**config.mk**
```make
export PLATFORM = sky130hd
export DESIGN_NAME = eps_ctrl
export DESIGN_NICKNAME = d
export VERILOG_FILES = /design/src/rtl/eps_pkg.sv /design/src/rtl/eps_deploy_latch.sv /design/src/rtl/eps_gen_ctl.sv /design/src/rtl/eps_bus_select.sv /design/src/rtl/eps_fault_timer.sv /design/src/rtl/eps_ctrl.sv
export SDC_FILE = /design/constraint.sdc
export NUM_CORES = 1
export LEC_CHECK = 0
export BUFFER_PORTS_ARGS = -buffer_cell sky130_fd_sc_hd__clkbuf_2
export CAP_MARGIN = 15
export CORE_AREA = 2 2 39 41
export CTS_BUF_LIST = sky130_fd_sc_hd__clkbuf_16
export DETAILED_ROUTE_END_ITERATION = 10
export DIE_AREA = 0 0 41 43
export HOLD_SLACK_MARGIN = 0.06
export PLACE_DENSITY = 0.7
export SETUP_SLACK_MARGIN = 0.2
export SLEW_MARGIN = 15
export SYNTH_ARGS = -nofsm -noshare
export SYNTH_HDL_FRONTEND = slang
export SYNTH_HIERARCHICAL = 1
export SYNTH_SLANG_ARGS = --single-unit
```
**constraint.sdc**
```tcl
create_clock -name clk -period 1.5 [get_ports clk]
set_input_delay 0.15 -clock clk [delete_from_list [all_inputs] [get_ports clk]]
set_output_delay 0.15 -clock clk [all_outputs]
set_load 0.005 [all_outputs]
```
**src/rtl/eps_pkg.sv**
```systemverilog
package eps_pkg;

    // One-hot source codes; bit positions are decoded by the bus contactors.
    typedef enum logic [1:0] {
        AC_FROM_INV = 2'b01,
        AC_FROM_GEN = 2'b10
    } ac_src_e;

    typedef enum logic [1:0] {
        DC_FROM_BAT = 2'b01,
        DC_FROM_TRU = 2'b10
    } dc_src_e;

    typedef struct packed {
        logic deployed;
    } deploy_st_t;

    typedef struct packed {
        logic gen_on;
    } gen_st_t;

    typedef struct packed {
        ac_src_e ac;
        dc_src_e dc;
    } src_st_t;

endpackage

```
**src/rtl/eps_deploy_latch.sv**
```systemverilog
module eps_deploy_latch
    import eps_pkg::*;
(
    input  logic clk,
    input  logic rst,
    input  logic auto_req,
    input  logic manual_req,
    output logic deploy_next,
    output logic deploy
);

    deploy_st_t st_d, st_q;

    // Set-only latch: the turbine cannot be stowed once out.
    always_comb begin
        st_d = st_q;
        if (auto_req || manual_req) begin
            st_d.deployed = 1'b1;
        end
    end

    always_ff @(posedge clk) begin
        if (rst) begin
            st_q <= '0;
        end else begin
            st_q <= st_d;
        end
    end

    assign deploy_next = st_d.deployed;
    assign deploy      = st_q.deployed;

endmodule

```
**src/rtl/eps_gen_ctl.sv**
```systemverilog
module eps_gen_ctl
    import eps_pkg::*;
(
    input  logic clk,
    input  logic rst,
    input  logic deploy_next,
    input  logic gear_down,
    input  logic hyd_ovrd,
    input  logic gen_test,
    output logic gen_enable
);

    gen_st_t st_d, st_q;
    logic    test_mode;
    logic    flight_ok;

    assign test_mode = hyd_ovrd & gen_test;
    assign flight_ok = deploy_next & ~gear_down;

    always_comb begin
        st_d        = st_q;
        st_d.gen_on = flight_ok | test_mode;
    end

    always_ff @(posedge clk) begin
        if (rst) begin
            st_q <= '0;
        end else begin
            st_q <= st_d;
        end
    end

    assign gen_enable = st_q.gen_on;

endmodule

```
**src/rtl/eps_bus_select.sv**
```systemverilog
module eps_bus_select
    import eps_pkg::*;
(
    input  logic       clk,
    input  logic       rst,
    input  logic       gen_avail,
    input  logic       gear_down,
    output logic [1:0] ac_sel,
    output logic [1:0] dc_sel
);

    src_st_t st_d, st_q;
    logic    gen_path;

    assign gen_path = gen_avail & ~gear_down;

    // Both selects come out of one register, so no cycle ever carries two sources.
    always_comb begin
        st_d = st_q;
        if (gen_path) begin
            st_d.ac = AC_FROM_GEN;
            st_d.dc = DC_FROM_TRU;
        end else begin
            st_d.ac = AC_FROM_INV;
            st_d.dc = DC_FROM_BAT;
        end
    end

    always_ff @(posedge clk) begin
        if (rst) begin
            st_q.ac <= AC_FROM_INV;
            st_q.dc <= DC_FROM_BAT;
        end else begin
            st_q <= st_d;
        end
    end

    assign ac_sel = st_q.ac;
    assign dc_sel = st_q.dc;

endmodule

```
**src/rtl/eps_fault_timer.sv**
```systemverilog
module eps_fault_timer #(
    parameter int SETTLE_CYC = 16
) (
    input  logic clk,
    input  logic rst,
    input  logic cond,
    output logic lamp
);

    localparam int CNT_W = (SETTLE_CYC < 1) ? 1 : $clog2(SETTLE_CYC + 1);
    localparam logic [CNT_W-1:0] CNT_MAX = CNT_W'(SETTLE_CYC);

    typedef struct packed {
        logic [CNT_W-1:0] cnt;
        logic             lamp;
    } tmr_st_t;

    tmr_st_t st_d, st_q;

    always_comb begin
        st_d = st_q;
        if (cond) begin
            st_d.lamp = (st_q.cnt == CNT_MAX);
            if (st_q.cnt != CNT_MAX) begin
                st_d.cnt = st_q.cnt + 1'b1;
            end
        end else begin
            st_d.cnt  = '0;
            st_d.lamp = 1'b0;
        end
    end

    always_ff @(posedge clk) begin
        if (rst) begin
            st_q <= '0;
        end else begin
            st_q <= st_d;
        end
    end

    assign lamp = st_q.lamp;

endmodule

```
**src/rtl/eps_ctrl.sv**
```systemverilog
module eps_ctrl #(
    parameter int N_MAIN     = 2,
    parameter int SETTLE_CYC = 16
) (
    input  logic              clk,
    input  logic              rst,
    input  logic [N_MAIN-1:0] main_ok,
    input  logic              spd_high,
    input  logic              gear_down,
    input  logic              turb_ext,
    input  logic              gen_avail,
    input  logic              manual_on,
    input  logic              hyd_ovrd,
    input  logic              gen_test,
    output logic              turb_deploy,
    output logic              gen_enable,
    output logic              fault_lamp,
    output logic [1:0]        ess_ac_sel,
    output logic [1:0]        ess_dc_sel
);

    logic all_lost;
    logic auto_req;
    logic deploy_next;
    logic lamp_cond;

    assign all_lost  = ~|main_ok;
    assign auto_req  = all_lost & spd_high;
    assign lamp_cond = all_lost & ~turb_ext;

    eps_deploy_latch u_deploy (
        .clk         (clk),
        .rst         (rst),
        .auto_req    (auto_req),
        .manual_req  (manual_on),
        .deploy_next (deploy_next),
        .deploy      (turb_deploy)
    );

    eps_gen_ctl u_gen (
        .clk         (clk),
        .rst         (rst),
        .deploy_next (deploy_next),
        .gear_down   (gear_down),
        .hyd_ovrd    (hyd_ovrd),
        .gen_test    (gen_test),
        .gen_enable  (gen_enable)
    );

    eps_bus_select u_sel (
        .clk       (clk),
        .rst       (rst),
        .gen_avail (gen_avail),
        .gear_down (gear_down),
        .ac_sel    (ess_ac_sel),
        .dc_sel    (ess_dc_sel)
    );

    eps_fault_timer #(
        .SETTLE_CYC (SETTLE_CYC)
    ) u_tmr (
        .clk  (clk),
        .rst  (rst),
        .cond (lamp_cond),
        .lamp (fault_lamp)
    );

endmodule

```
-- Yosys cells after proc, flatten, opt, wreduce, memory -nomap -nowiden
Cells that the tools add are included.
Widths: inputs -> output; s select.
- multiplexer cells: 2
- bitwise logic cells: 9
- equal/unequal tests: 2
- reductions and logical operators: 4
- add/subtract/negate cells: 1
- operator list (kind ; number):
    $add 5x1->5 const B ; 1
    $and 1x1->1 ; 5
    $eq 5x5->1 const B ; 1
    $ne 5x5->1 const B ; 1
    $mux 4 ; 1
    $reduce_or 2->1 ; 2
    $not 1->1 ; 3
    $logic_not 1->1 ; 1
    $logic_or 1x1->1 ; 1
    $mux 1 ; 1
    $or 1x1->1 ; 1
- register bits: 12
- bits of input ports: 11

-- Longest topological paths before layout
Gate-level depths: netlist of the first run.
- depth in word-level cells: 7
- depth in mapped cells: 5
- gate-level depth less buffers: 5

-- Modules after synthesis
The synthesis of the first run kept the hierarchy.
- modules (own cells, without submodules) (module ; cells an instance ; area each (µm²) ; sequential area each (µm²) ; instances):
    eps_fault_timer ; 29 ; 270.3 ; 120.1 ; 1
    eps_bus_select ; 6 ; 71.3 ; 40.0 ; 1
    eps_deploy_latch ; 3 ; 45.0 ; 20.0 ; 1
    eps_gen_ctl ; 4 ; 38.8 ; 20.0 ; 1
    eps_ctrl ; 2 ; 22.5 ; 0.0 ; 1

-- Worst setup path after synthesis of the first run
No wires, ideal clock.
- kind: reg2reg
- start point: register u_tmr/st_q[1] in the netlist's numbering
- end point: register u_tmr/st_q[1] in the netlist's numbering
- library setup time: 120 ps
- setup slack: 451 ps
- period minus slack after synthesis: 1049 ps
- buffers on the path: 0
- arrival: 929 ps
- cell stages (with the launch flop): 6
- cell sequence: dfxtp_1 -> inv_1 -> ha_1 -> and4bb_1 -> nor2_1 -> nor3_2
- word-level cells in the longest chain between the ends: 1
- elaborated cells between the ends (all ways): 2
- classes of those cells: add/sub: 1; eq/ne: 1
- RTL lines (element ; RTL line ; RTL):
    from (decl) ; eps_fault_timer.sv:18 ; tmr_st_t st_d, st_q;
    from (signal assigned) ; eps_fault_timer.sv:37 ; st_q <= st_d;
    $add 5x1->5 or $ne 5x5->1 (tied branches) ; eps_fault_timer.sv:25, eps_fault_timer.sv:24 ;
Several ways; a longest one is shown, not always the timed one.
A chain may end at the register's enable or synchronous reset.

-- Final worst setup path of the first run
- start point: register u_tmr/st_q[1] in the netlist's numbering
- end point: register u_tmr/st_q[2] in the netlist's numbering
The elaborated chain is that of the path after synthesis.

==> results of run 1 <==
## state kept, by name, indices dropped and copies added, names as in the netlist
signal / flops
u_deploy/deploy: 1
u_gen/gen_enable: 1
u_tmr/lamp: 1
u_sel/ac_sel: 2
u_tmr/st_q: 5
## logic make-up after synthesis
logic type,Yosys count
AND/OR/NAND/NOR,23
flip-flops,10
buffers and inverters,4
XOR/XNOR,3
AO/OA/AOI/OAI,2
adder cells (fa/ha/maj),2
## worst max-delay path, cell delays in order, from the launching register on
cell       delay (ps)
dfxtp_1           370
inv_1              80
ha_1              210
nand4bb_1         160
nand2_1            70
a21oi_1           170
## through the flow
stage                     power [mW]   util
final                          0.796  0.446
after global placement         0.328  0.389
after global routing           0.825  0.446
after floorplan                0.304      -
after CTS                      0.800  0.446
after detailed placement       0.330  0.389
## layer usage
metal | track usage | vias to the layer above
li1 | - | 181
met1 | 0.148 | 150
met2 | 0.178 | 8
met3 | 0.0314 | 0
met4 | 0.0600 | 0
met5 | 0 | -
## cells in the final DEF (no fill, tap or decap), drive strengths merged
cell / synthesis / routed
ha: 2 / 2
nor3: 2 / 2
nand4bb: 1 / 1
and4bb: 1 / 1
inv: 2 / 2
or3b: 1 / 1
clkinv: 0 / 1
dfxtp: 10 / 10
xor2: 2 / 2
nor2: 6 / 6
clkbuf: 0 / 20
xnor2: 1 / 1
nand2: 3 / 3
nor2b: 1 / 1
or3: 1 / 1
a21oi: 2 / 2
nand3: 2 / 2
nor3b: 2 / 2
nand2b: 3 / 3
## worst paths after layout
path / endpoint / slack [ps] / cells past startpoint
hold reg to reg: u_tmr/st_q[2] / 520 / 2
hold / removal: u_sel/ac_sel[1] / 100 / 2
setup / recovery: u_tmr/st_q[2] / 360 / 5
setup reg to reg: u_tmr/st_q[2] / 360 / 5
## report_power, final
part | switching, mW | internal [mW]
clock network | 0.122 | 0.349
registers | 0.00358 | 0.274
logic | 0.0191 | 0.0275
total | 0.145 | 0.651
## layout make-up
cell class                      count  share of cell area
Sequential cell                    10               0.325
Clock inverter                      1             0.00609
Tap cell                           16              0.0325
Clock buffer                        3               0.122
Multi-Input combinational cell     30               0.365
Inverter                            2              0.0122
Timing Repair Buffer               17               0.138
==> impl_summary.txt, run 1 <==
----------------------------------------------------
[Synth]
  Average footprint of a synthesized cell ... 10.2 um^2
  Post-synthesis net count ... 57
  Adder-Cell Fraction of Synth Area ... 0.0559
  Simple-gate share of the synthesized area ... 0.358
  Leading cell type by number of instances after synthesis ... dfxtp_1
  Yosys warning count ... 6
  Flip-flop cell with the highest count after synthesis ... dfxtp_1
  Share of flip-flops with an asynchronous set or reset after synthesis ... 0
  Area share of xor/xnor cells in the synthesized design ... 0.0587
  Dominant cells by area after synthesis ... dfxtp_1 (45%), ha_1 (5.6%), nor2_1 (5.0%), nor3_2 (4.5%), nand2b_1 (4.2%)
  Sequential share of the synthesized area ... 0.447
  Cell types with the highest counts after synthesis ... dfxtp_1 (10), nor2_1 (6), nand2_1 (3), nand2b_1 (3)
  Cell type with the highest aggregate area in the netlist ... dfxtp_1
  Mux cell area share after synthesis ... 0
  Number of different library cells in the post-synthesis netlist ... 20
  Compound-cell area share of the yosys netlist ... 0.0307
  Fraction of post-synthesis cell area in the top cell type by area ... 0.447
  Number of instances in the synthesized netlist ... 44
  Post-synth EDFFs ... 0
  Number of flip-flops and latches in the synthesized netlist ... 10
  Post-synth design cell area ... 448 um^2
  Combinational family with the most area after synthesis ... simple AND/OR/NAND/NOR gates

[Floorplanning]
  Starting Density ... 0.324
  FP Rows ... 14
  Die outline area ... 1760 um^2
  Chip Width ... 41 um
  Area of the core ... 1380 um^2
  DIE HEIGHT ... 43 um
  Io pins ... 18

[Routing]
  Max layer used ... met3
  Overall routed net length ... 832 um
  Pre-Repair DR Iteration Count ... 2
  Wire length on met1 ... 338 um
  Met3 WL post-DR ... 35 um
  Initial DRC count ... 2
  Vias post-DR ... 339
  Routed Antenna Nets ... 0
  Via density ... 4.29
  DR WL/cell ... 10.5 um
  Remaining design rule violation count ... 0
  WL met2 ... 458 um

[Layout]
  Sequential cell area in the final layout ... 200 um^2
  Number of nets at the end of the flow ... 77
  Count of filler cells inserted in the layout ... 139
  Share of layout cells above drive strength 1 ... 0.413
  Multi-input gate area in the final layout ... 225 um^2
  Signed area change from the synthesized netlist to the final layout ... 37.7%
  Antenna diode count ... 0
  Number of standard cells in the layout, taps in and fillers out ... 79
  Layout Cell Area excl Fill ... 617 um^2

[Timing]
  Setup repair after global routing missed its margin ... no
  Fin Hold WS ... 101 ps
  Fin crit share ... 0.762
  Achievable frequency ... 875 MHz
  Number of pins with negative max-slew slack in the final report ... 0
  Period minus WS final ... 1140 ps
  Number of endpoints with negative hold slack in the final report ... 0
  Total negative setup slack ... 0 ps
  Headroom to the max-slew limit ... 0.870
  Worst clock skew ... 2.91 ps
  Setup-violating endpoint count in the final report ... 0
  Min setup slack post-route ... 357 ps
  Measured slew at the worst slew-check pin ... 195 ps

[Global routing]
  Vias in the first global route ... 331
  Number of antenna violations at the first check in global routing ... 0
  Largest net degree at the start of global routing ... 7
  GRT Total Usage ... 0.118
  First-pass GRT wire length ... 1400 um
  Remaining global-route overflow ... 0

[Critical path]
  Reg-to-reg startpoint ... u_tmr/st_q[1]
  Data arrival time of the worst path ... 1290 ps
  Launching element type of the critical path ... flop
  CP Class ... flop to flop
  Endpoint required time on the critical path ... 1650 ps
  Worst-path fanout max ... 4
  Launching element of the worst setup path ... u_tmr/st_q[1]
  Critical path capture point type ... flop

[Pwr]
  Total leakage power ... 0.269 nW
  Pwr dens ... 1290 nW/um^2
  Max VDD drop ... 0.808 mV

[Hold path]
  Min-Delay Path Class ... input pin to flop
  Startpoint of the most critical hold path ... gear_down

[Clocking]
  TritonCTS clock tree ... done
  H-tree depth ... 1
  Number of buffers created by CTS ... 3
  Post-CTS setup repair buffer count ... 0
  Master cell of the clock root buffer ... clkbuf_16
  Insertion delay of the later-clocked pin in the worst-skew pair ... 230 ps
  Resize count post-CTS ... 0
  CTS sink cnt ... 10
  CTS clock-pin slew for the worst setup and hold paths ... 40 ps
  Buffer levels on the longest clock path ... 2
  Total of hold buffers inserted after clock tree synthesis ... 0

[Job]
  Max-cap violations ... 0

[Place]
  Minimum setup slack after placement ... 358 ps
  Placed wire-length estimate ... 655 um
  Final GP Congestion ... 0.750
  Number of cells in the design after placement ... 75
  Total cell area at the placement stage ... 538 um^2
  Port-buffer cells ... 17

[Outcome]
  Status ... finished clean

----------------------------------------------------
Note: power is estimated with default switching activity, not from simulation.
==> run 2: changes to the inputs <==
--- a/config.mk
+++ b/config.mk
@@ -12,7 +12,7 @@
 export DETAILED_ROUTE_END_ITERATION = 10
 export DIE_AREA = 0 0 41 43
 export HOLD_SLACK_MARGIN = 0.06
-export PLACE_DENSITY = 0.7
+export PLACE_DENSITY = 0.72
 export SETUP_SLACK_MARGIN = 0.2
 export SLEW_MARGIN = 15
 export SYNTH_ARGS = -nofsm -noshare
==> constraint.sdc (replaced) <==
create_clock -name clk -period 1 [get_ports clk]
set_input_delay 0.1 -clock clk [delete_from_list [all_inputs] [get_ports clk]]
set_output_delay 0.1 -clock clk [all_outputs]
set_load 0.005 [all_outputs]
==> run 2 against run 1 <==
The run now ends with setup timing left; flip-flop and latch count stayed put; hold slack worse by 17 ps; critical path depth stayed put; clock skew is 1.4 ps lower; critical endpoint is now u_tmr/st_q[1]; largest cell class unchanged.
==> impl_summary.txt, run 2 (same netlist as run 1, synthesis figures left out) <==
----------------------------------------------------
[Layout]
  Register containing the most flip-flops in the final layout ... u_tmr/st_q (unchanged)
  Number of nets at the end of the flow ... 82 (was 77)
  Layout Cell Area excl Fill ... 711 um^2 (was 617 um^2)
  Multi-input gate area in the final layout ... 270 um^2 (was 225 um^2)
  Commonest cells after routing, fill and taps aside ... clkbuf_2 (17), dfxtp_1 (6), nor2_1 (6), dfxtp_2 (4) (was clkbuf_2 (17), dfxtp_1 (10), nor2_1 (6))
  Most frequent standard cell in the layout excluding fill and tap cells ... clkbuf_2 (unchanged)
  Number of flip-flops in the largest register ... 5 (unchanged)
  Sequential cell area in the final layout ... 205 um^2 (was 200 um^2)
  Signed area change from the synthesized netlist to the final layout ... 58.7% (was 37.7%)
  Share of layout cells above drive strength 1 ... 0.603 (was 0.413)
  Count of filler cells inserted in the layout ... 123 (was 139)
  Layout Utilization ... 0.514 (was 0.446)
  Number of standard cells in the layout, taps in and fillers out ... 84 (was 79)
  Antenna diode count ... 0 (unchanged)

[Critical path]
  CP Class ... flop to flop (unchanged)
  Critical path's largest stage delay ... 340 ps (was 370 ps)
  Worst-path fanout max ... 3 (was 4)
  Critical path capture point type ... flop (unchanged)
  Launching element type of the critical path ... flop (unchanged)
  Endpoint required time on the critical path ... 1110 ps (was 1650 ps)
  Crit path buf inv count ... 1 (unchanged)
  Data arrival time of the worst path ... 1150 ps (was 1290 ps)
  Standard cell with the maximum stage delay on the critical path ... dfxtp_2 (was dfxtp_1)
  Sequence of cells on the critical path ... inv_2 > ha_4 > and4bb_1 > nor2_1 > nor3_2 (was inv_1 > ha_1 > nand4bb_1 > nand2_1 > a21oi_1)
  Cell type group with the largest total delay on the critical path ... simple AND/OR/NAND/NOR gates (was flip-flops)

[Timing]
  Min setup slack post-route ... -33.4 ps (was 357 ps)
  Achievable frequency ... 968 MHz (was 875 MHz)
  Number of endpoints with negative hold slack in the final report ... 0 (unchanged)
  Worst clock skew ... 1.47 ps (was 2.91 ps)
  Number of pins with negative max-slew slack in the final report ... 0 (unchanged)
  Fin crit share ... 1.03 (was 0.762)
  Setup repair after global routing missed its margin ... yes (was no)
  Measured slew at the worst slew-check pin ... 222 ps (was 195 ps)
  Total negative setup slack ... -33.4 ps (was 0 ps)
  Fin Hold WS ... 83.4 ps (was 101 ps)
  Setup-violating endpoint count in the final report ... 1 (was 0)
  Headroom to the max-slew limit ... 0.852 (was 0.870)
  Period minus WS final ... 1030 ps (was 1140 ps)

[Pwr]
  Clock power frac ... 0.582 (was 0.593)
  Max VDD drop ... 1.09 mV (was 0.808 mV)
  Pwr dens ... 1700 nW/um^2 (was 1290 nW/um^2)
  Total leakage power ... 0.304 nW (was 0.269 nW)
  Switching power total ... 218 uW (was 145 uW)
  Combinational Power Share ... 0.072 (was 0.059)
  Portion of total power attributed to sequential cells ... 0.346 (was 0.349)
  Switching part of the total ... 0.181 (was 0.182)
  P_int ... 987 uW (was 651 uW)
  Total chip power ... 1.20 mW (was 796 uW)

[Routing]
  DR WL/cell ... 10.4 um (was 10.5 um)
  Routed Antenna Nets ... 0 (unchanged)
  Remaining design rule violation count ... 0 (unchanged)
  Vias post-DR ... 381 (was 339)
  Overall routed net length ... 874 um (was 832 um)
  Initial DRC count ... 10 (was 2)
  Via density ... 4.54 (was 4.29)
  Pre-Repair DR Iteration Count ... 4 (was 2)

[Place]
  Number of cells in the design after placement ... 77 (was 75)
  Port-buffer cells ... 17 (unchanged)
  Final GP Congestion ... 0.751 (was 0.750)
  Minimum setup slack after placement ... -51.9 ps (was 358 ps)
  Placed wire-length estimate ... 647 um (was 655 um)
  Total cell area at the placement stage ... 568 um^2 (was 538 um^2)

[Clocking]
  Number of buffers created by CTS ... 3 (unchanged)
  H-tree depth ... 1 (unchanged)
  Insertion delay of the later-clocked pin in the worst-skew pair ... 230 ps (about the same)
  TritonCTS clock tree ... done (unchanged)
  Master cell of the clock root buffer ... clkbuf_16 (unchanged)
  Buffer levels on the longest clock path ... 2 (unchanged)
  CTS clock-pin slew for the worst setup and hold paths ... 40 ps (about the same)
  CTS sink cnt ... 10 (unchanged)

[Hold path]
  Min-Delay Path Class ... input pin to flop (unchanged)

[Global routing]
  Largest net degree at the start of global routing ... 7 (unchanged)
  Remaining global-route overflow ... 0 (unchanged)
  First-pass GRT wire length ... 1480 um (was 1400 um)
  Vias in the first global route ... 377 (was 331)
  GRT Total Usage ... 0.125 (was 0.118)
  Number of antenna violations at the first check in global routing ... 0 (unchanged)

[Floorplanning]
  DIE HEIGHT ... 43 um (unchanged)
  Die outline area ... 1760 um^2 (unchanged)
  Starting Density ... 0.324 (unchanged)
  Chip Width ... 41 um (unchanged)
  FP Rows ... 14 (unchanged)
  Io pins ... 18 (unchanged)
  Area of the core ... 1380 um^2 (unchanged)

[Job]
  Max-cap violations ... 0 (unchanged)

[Outcome]
  Violations in the final reports ... setup timing
  Status ... finished, violations left (was finished clean)

----------------------------------------------------
run 2: routing by layer:
layer  routed length [um]  up-vias  track usage
met1                  353      181        0.147
li1                     -      192            -
met4                    0        0       0.0800
met2                  489        8        0.191
met3                   30        0       0.0314
met5                    0        -            0
run 2: final cells by class:
type,instances,area share
timing repair buffer,22,0.181
inverter,2,0.0106
multi-input combinational,30,0.380
clock inverter,1,0.00528
tap,16,0.0282
sequential,10,0.289
clock buffer,3,0.106
run 2: final timing paths:
check                   from              end  slack (ps)  depth (start not counted)
min                gear_down  u_sel/ac_sel[0]          80                          2
max            u_tmr/st_q[1]    u_tmr/st_q[1]         -30                          5
max reg2reg    u_tmr/st_q[1]    u_tmr/st_q[1]         -30                          5
min reg2reg  u_deploy/deploy  u_deploy/deploy         590                          2
run 2: timing repair:
action	CTS	global route
setup endpoints to repair	8	11
pin swaps	3	0
setup buffers	1	1
hold buffers	1	0
endpoints found under the hold margin	1	0
resized for setup	3	4
run 2: power groups by stage:
stage | clock (mW) | combinational, mW | sequential [mW]
6_report | 0.701 | 0.0863 | 0.417
5_1_grt | 0.732 | 0.0955 | 0.418
4_1_cts | 0.708 | 0.0803 | 0.417
3_5_place_dp | 0 | 0.0740 | 0.423
3_3_place_gp | 0 | 0.0720 | 0.423
2_1_floorplan | 0 | 0.0344 | 0.424
==> run 3: changes to the inputs <==
--- a/config.mk
+++ b/config.mk
@@ -5,7 +5,7 @@
 export SDC_FILE = /design/constraint.sdc
 export NUM_CORES = 1
 export LEC_CHECK = 0
-export BUFFER_PORTS_ARGS = -buffer_cell sky130_fd_sc_hd__clkbuf_2
+export BUFFER_PORTS_ARGS = -buffer_cell sky130_fd_sc_hd__buf_2
 export CAP_MARGIN = 15
 export CORE_AREA = 2 2 39 41
 export CTS_BUF_LIST = sky130_fd_sc_hd__clkbuf_16
==> run 3 against run 2 <==
The flow still finishes with violations (setup timing); maximum frequency shrank 1.3%; first-iteration DRC count shrank 100%; largest power group unchanged; clock skew shrank 1.2 ps; via count shrank 1.8%; total power shrank 0.97%; flip-flop and latch count is the same; critical path depth is the same.
==> impl_summary.txt, run 3 (same netlist as run 1, synthesis figures left out) <==
----------------------------------------------------
[Floorplanning]
  FP Rows ... 14 (unchanged)
  Starting Density ... 0.324 (unchanged)
  Chip Width ... 41 um (unchanged)
  Area of the core ... 1380 um^2 (unchanged)
  DIE HEIGHT ... 43 um (unchanged)
  Io pins ... 18 (unchanged)
  Die outline area ... 1760 um^2 (unchanged)

[Place]
  Final GP Congestion ... 0.745 (was 0.751)
  Port-buffer cells ... 17 (unchanged)
  Minimum setup slack after placement ... -38.1 ps (was -51.9 ps)
  Number of cells in the design after placement ... 77 (unchanged)

[Layout]
  Share of layout cells above drive strength 1 ... 0.594 (was 0.603)
  Count of filler cells inserted in the layout ... 122 (was 123)
  Number of nets at the end of the flow ... 83 (was 82)
  Most frequent standard cell in the layout excluding fill and tap cells ... buf_2 (was clkbuf_2)
  Antenna diode count ... 0 (unchanged)
  Commonest cells after routing, fill and taps aside ... buf_2 (17), dfxtp_1 (7), nor2_1 (6), buf_4 (4) (was clkbuf_2 (17), dfxtp_1 (6), nor2_1 (6), dfxtp_2 (4))
  Multi-input gate area in the final layout ... 270 um^2 (unchanged)
  Sequential cell area in the final layout ... 204 um^2 (was 205 um^2)
  Register containing the most flip-flops in the final layout ... u_tmr/st_q (unchanged)
  Number of standard cells in the layout, taps in and fillers out ... 85 (was 84)
  Signed area change from the synthesized netlist to the final layout ... 60.6% (was 58.7%)
  Number of flip-flops in the largest register ... 5 (unchanged)

[Clocking]
  CTS sink cnt ... 10 (unchanged)
  Buffer levels on the longest clock path ... 2 (unchanged)
  Number of buffers created by CTS ... 3 (unchanged)
  Insertion delay of the later-clocked pin in the worst-skew pair ... 230 ps (about the same)
  CTS clock-pin slew for the worst setup and hold paths ... 40 ps (about the same)
  H-tree depth ... 1 (unchanged)
  Master cell of the clock root buffer ... clkbuf_16 (unchanged)
  TritonCTS clock tree ... done (unchanged)

[Critical path]
  Critical path's largest stage delay ... 340 ps (about the same)
  CP Class ... flop to flop (unchanged)
  Reg-to-reg critical path endpoint ... u_tmr/st_q[1] (unchanged)
  Crit path buf inv count ... 1 (unchanged)
  R2r worst-path depth ... 5 (unchanged)
  Endpoint required time on the critical path ... 1110 ps (about the same)
  Worst-path fanout max ... 3 (unchanged)
  Launching element type of the critical path ... flop (unchanged)
  Standard cell with the maximum stage delay on the critical path ... dfxtp_2 (unchanged)
  Worst setup slack for register-to-register paths ... -50 ps (was -30 ps)
  Cell type group with the largest total delay on the critical path ... simple AND/OR/NAND/NOR gates (unchanged)
  Sequence of cells on the critical path ... inv_2 > ha_4 > and4bb_1 > nor2_1 > nor3_2 (unchanged)
  Critical path capture point type ... flop (unchanged)
  Data arrival time of the worst path ... 1160 ps (was 1150 ps)
  Reg-to-reg startpoint ... u_tmr/st_q[1] (unchanged)

[Global routing]
  First-pass GRT wire length ... 1460 um (was 1480 um)
  Largest net degree at the start of global routing ... 7 (unchanged)
  GRT Total Usage ... 0.122 (was 0.125)
  Vias in the first global route ... 380 (was 377)
  Number of antenna violations at the first check in global routing ... 0 (unchanged)
  Remaining global-route overflow ... 0 (unchanged)

[Timing]
  Worst clock skew ... 0.317 ps (was 1.47 ps)
  Setup-violating endpoint count in the final report ... 2 (was 1)
  Measured slew at the worst slew-check pin ... 227 ps (was 222 ps)
  Min setup slack post-route ... -47.4 ps (was -33.4 ps)
  Number of endpoints with negative hold slack in the final report ... 0 (unchanged)
  Total negative setup slack ... -58.0 ps (was -33.4 ps)
  Headroom to the max-slew limit ... 0.849 (was 0.852)
  Setup repair after global routing missed its margin ... yes (unchanged)
  Fin crit share ... 1.05 (was 1.03)
  Period minus WS final ... 1050 ps (was 1030 ps)
  Number of pins with negative max-slew slack in the final report ... 0 (unchanged)
  Achievable frequency ... 955 MHz (was 968 MHz)

[Hold path]
  Startpoint of the most critical hold path ... gear_down (unchanged)
  Min-Delay Path Class ... input pin to flop (unchanged)
  Worst hold endpoint ... u_sel/ac_sel[0] (unchanged)
  Number of cells on the worst hold path ... 2 (unchanged)

[Routing]
  Routed Antenna Nets ... 0 (unchanged)
  DR WL/cell ... 10.0 um (was 10.4 um)
  Vias post-DR ... 374 (was 381)
  Initial DRC count ... 0 (was 10)
  Overall routed net length ... 853 um (was 874 um)
  Via density ... 4.40 (was 4.54)
  Remaining design rule violation count ... 0 (unchanged)
  Pre-Repair DR Iteration Count ... 1 (was 4)

[Pwr]
  Total leakage power ... 0.315 nW (was 0.304 nW)
  Total chip power ... 1.19 mW (was 1.20 mW)
  Max VDD drop ... 1.80 mV (was 1.09 mV)
  Pwr dens ... 1660 nW/um^2 (was 1700 nW/um^2)

[Job]
  Max-cap violations ... 0 (unchanged)

[Outcome]
  Violations in the final reports ... setup timing (unchanged)
  Status ... finished, violations left (unchanged)

----------------------------------------------------
## run 3: area by class of cell
class / instances / share of cell area
clock buffers: 3 / 0.104
clock inverters: 1 / 0.00522
inverters: 2 / 0.0104
multi-input cells: 30 / 0.376
flip-flops and latches: 10 / 0.283
well taps: 16 / 0.0278
repair buffers: 23 / 0.193
## run 3: stage by stage
step	hold slack (ps)	util	area [um^2]
CTS	75.2	0.506	701
global placement	290	0.410	568
detailed placement	293	0.410	568
finish	81.2	0.520	719
global route	97.5	0.520	719
floorplan	162	-	463
## run 3: per-layer routing
layer,wire (um),vias up,track usage
met5,0,-,0
met4,0,0,0.0800
met3,23,0,0.0157
met2,485,8,0.197
met1,343,173,0.140
li1,-,193,-
## run 3: worst max-delay path by stage
stage,from,cells past startpoint,end,slack (ps)
after detailed placement,u_tmr/st_q[2],5,u_tmr/st_q[1],-40
final,u_tmr/st_q[1],5,u_tmr/st_q[1],-50
after floorplan,u_tmr/st_q[1],5,u_tmr/st_q[1],10
after CTS,u_tmr/st_q[1],5,u_tmr/st_q[1],-40
after global placement,u_tmr/st_q[1],5,u_tmr/st_q[1],-40
after global routing,u_tmr/st_q[1],5,u_tmr/st_q[1],-90
## run 3: where the power goes
group	switching [mW]	total (mW)	internal (mW)	leakage, nW
sequential	0.00481	0.417	0.412	0.0827
combinational	0.0340	0.0875	0.0535	0.194
clock	0.167	0.689	0.522	0.0385
## run 3: timing repair
item	4_1_cts	5_1_grt
gates resized for setup	3	4
cloned	0	0
endpoints found under the setup margin	8	9
hold buffers	1	0
pin swaps	2	1
setup buffers	3	0
endpoints found under the hold margin	1	0
## run 3: worst register-to-register path: cells and delay by family (launching register included)
| kind | cells | cell delay (ps) |
|---|---|---|
| flops | 1 | 340 |
| simple gates | 3 | 380 |
| fa+ha+maj | 1 | 160 |
| buf+inv | 1 | 50 |
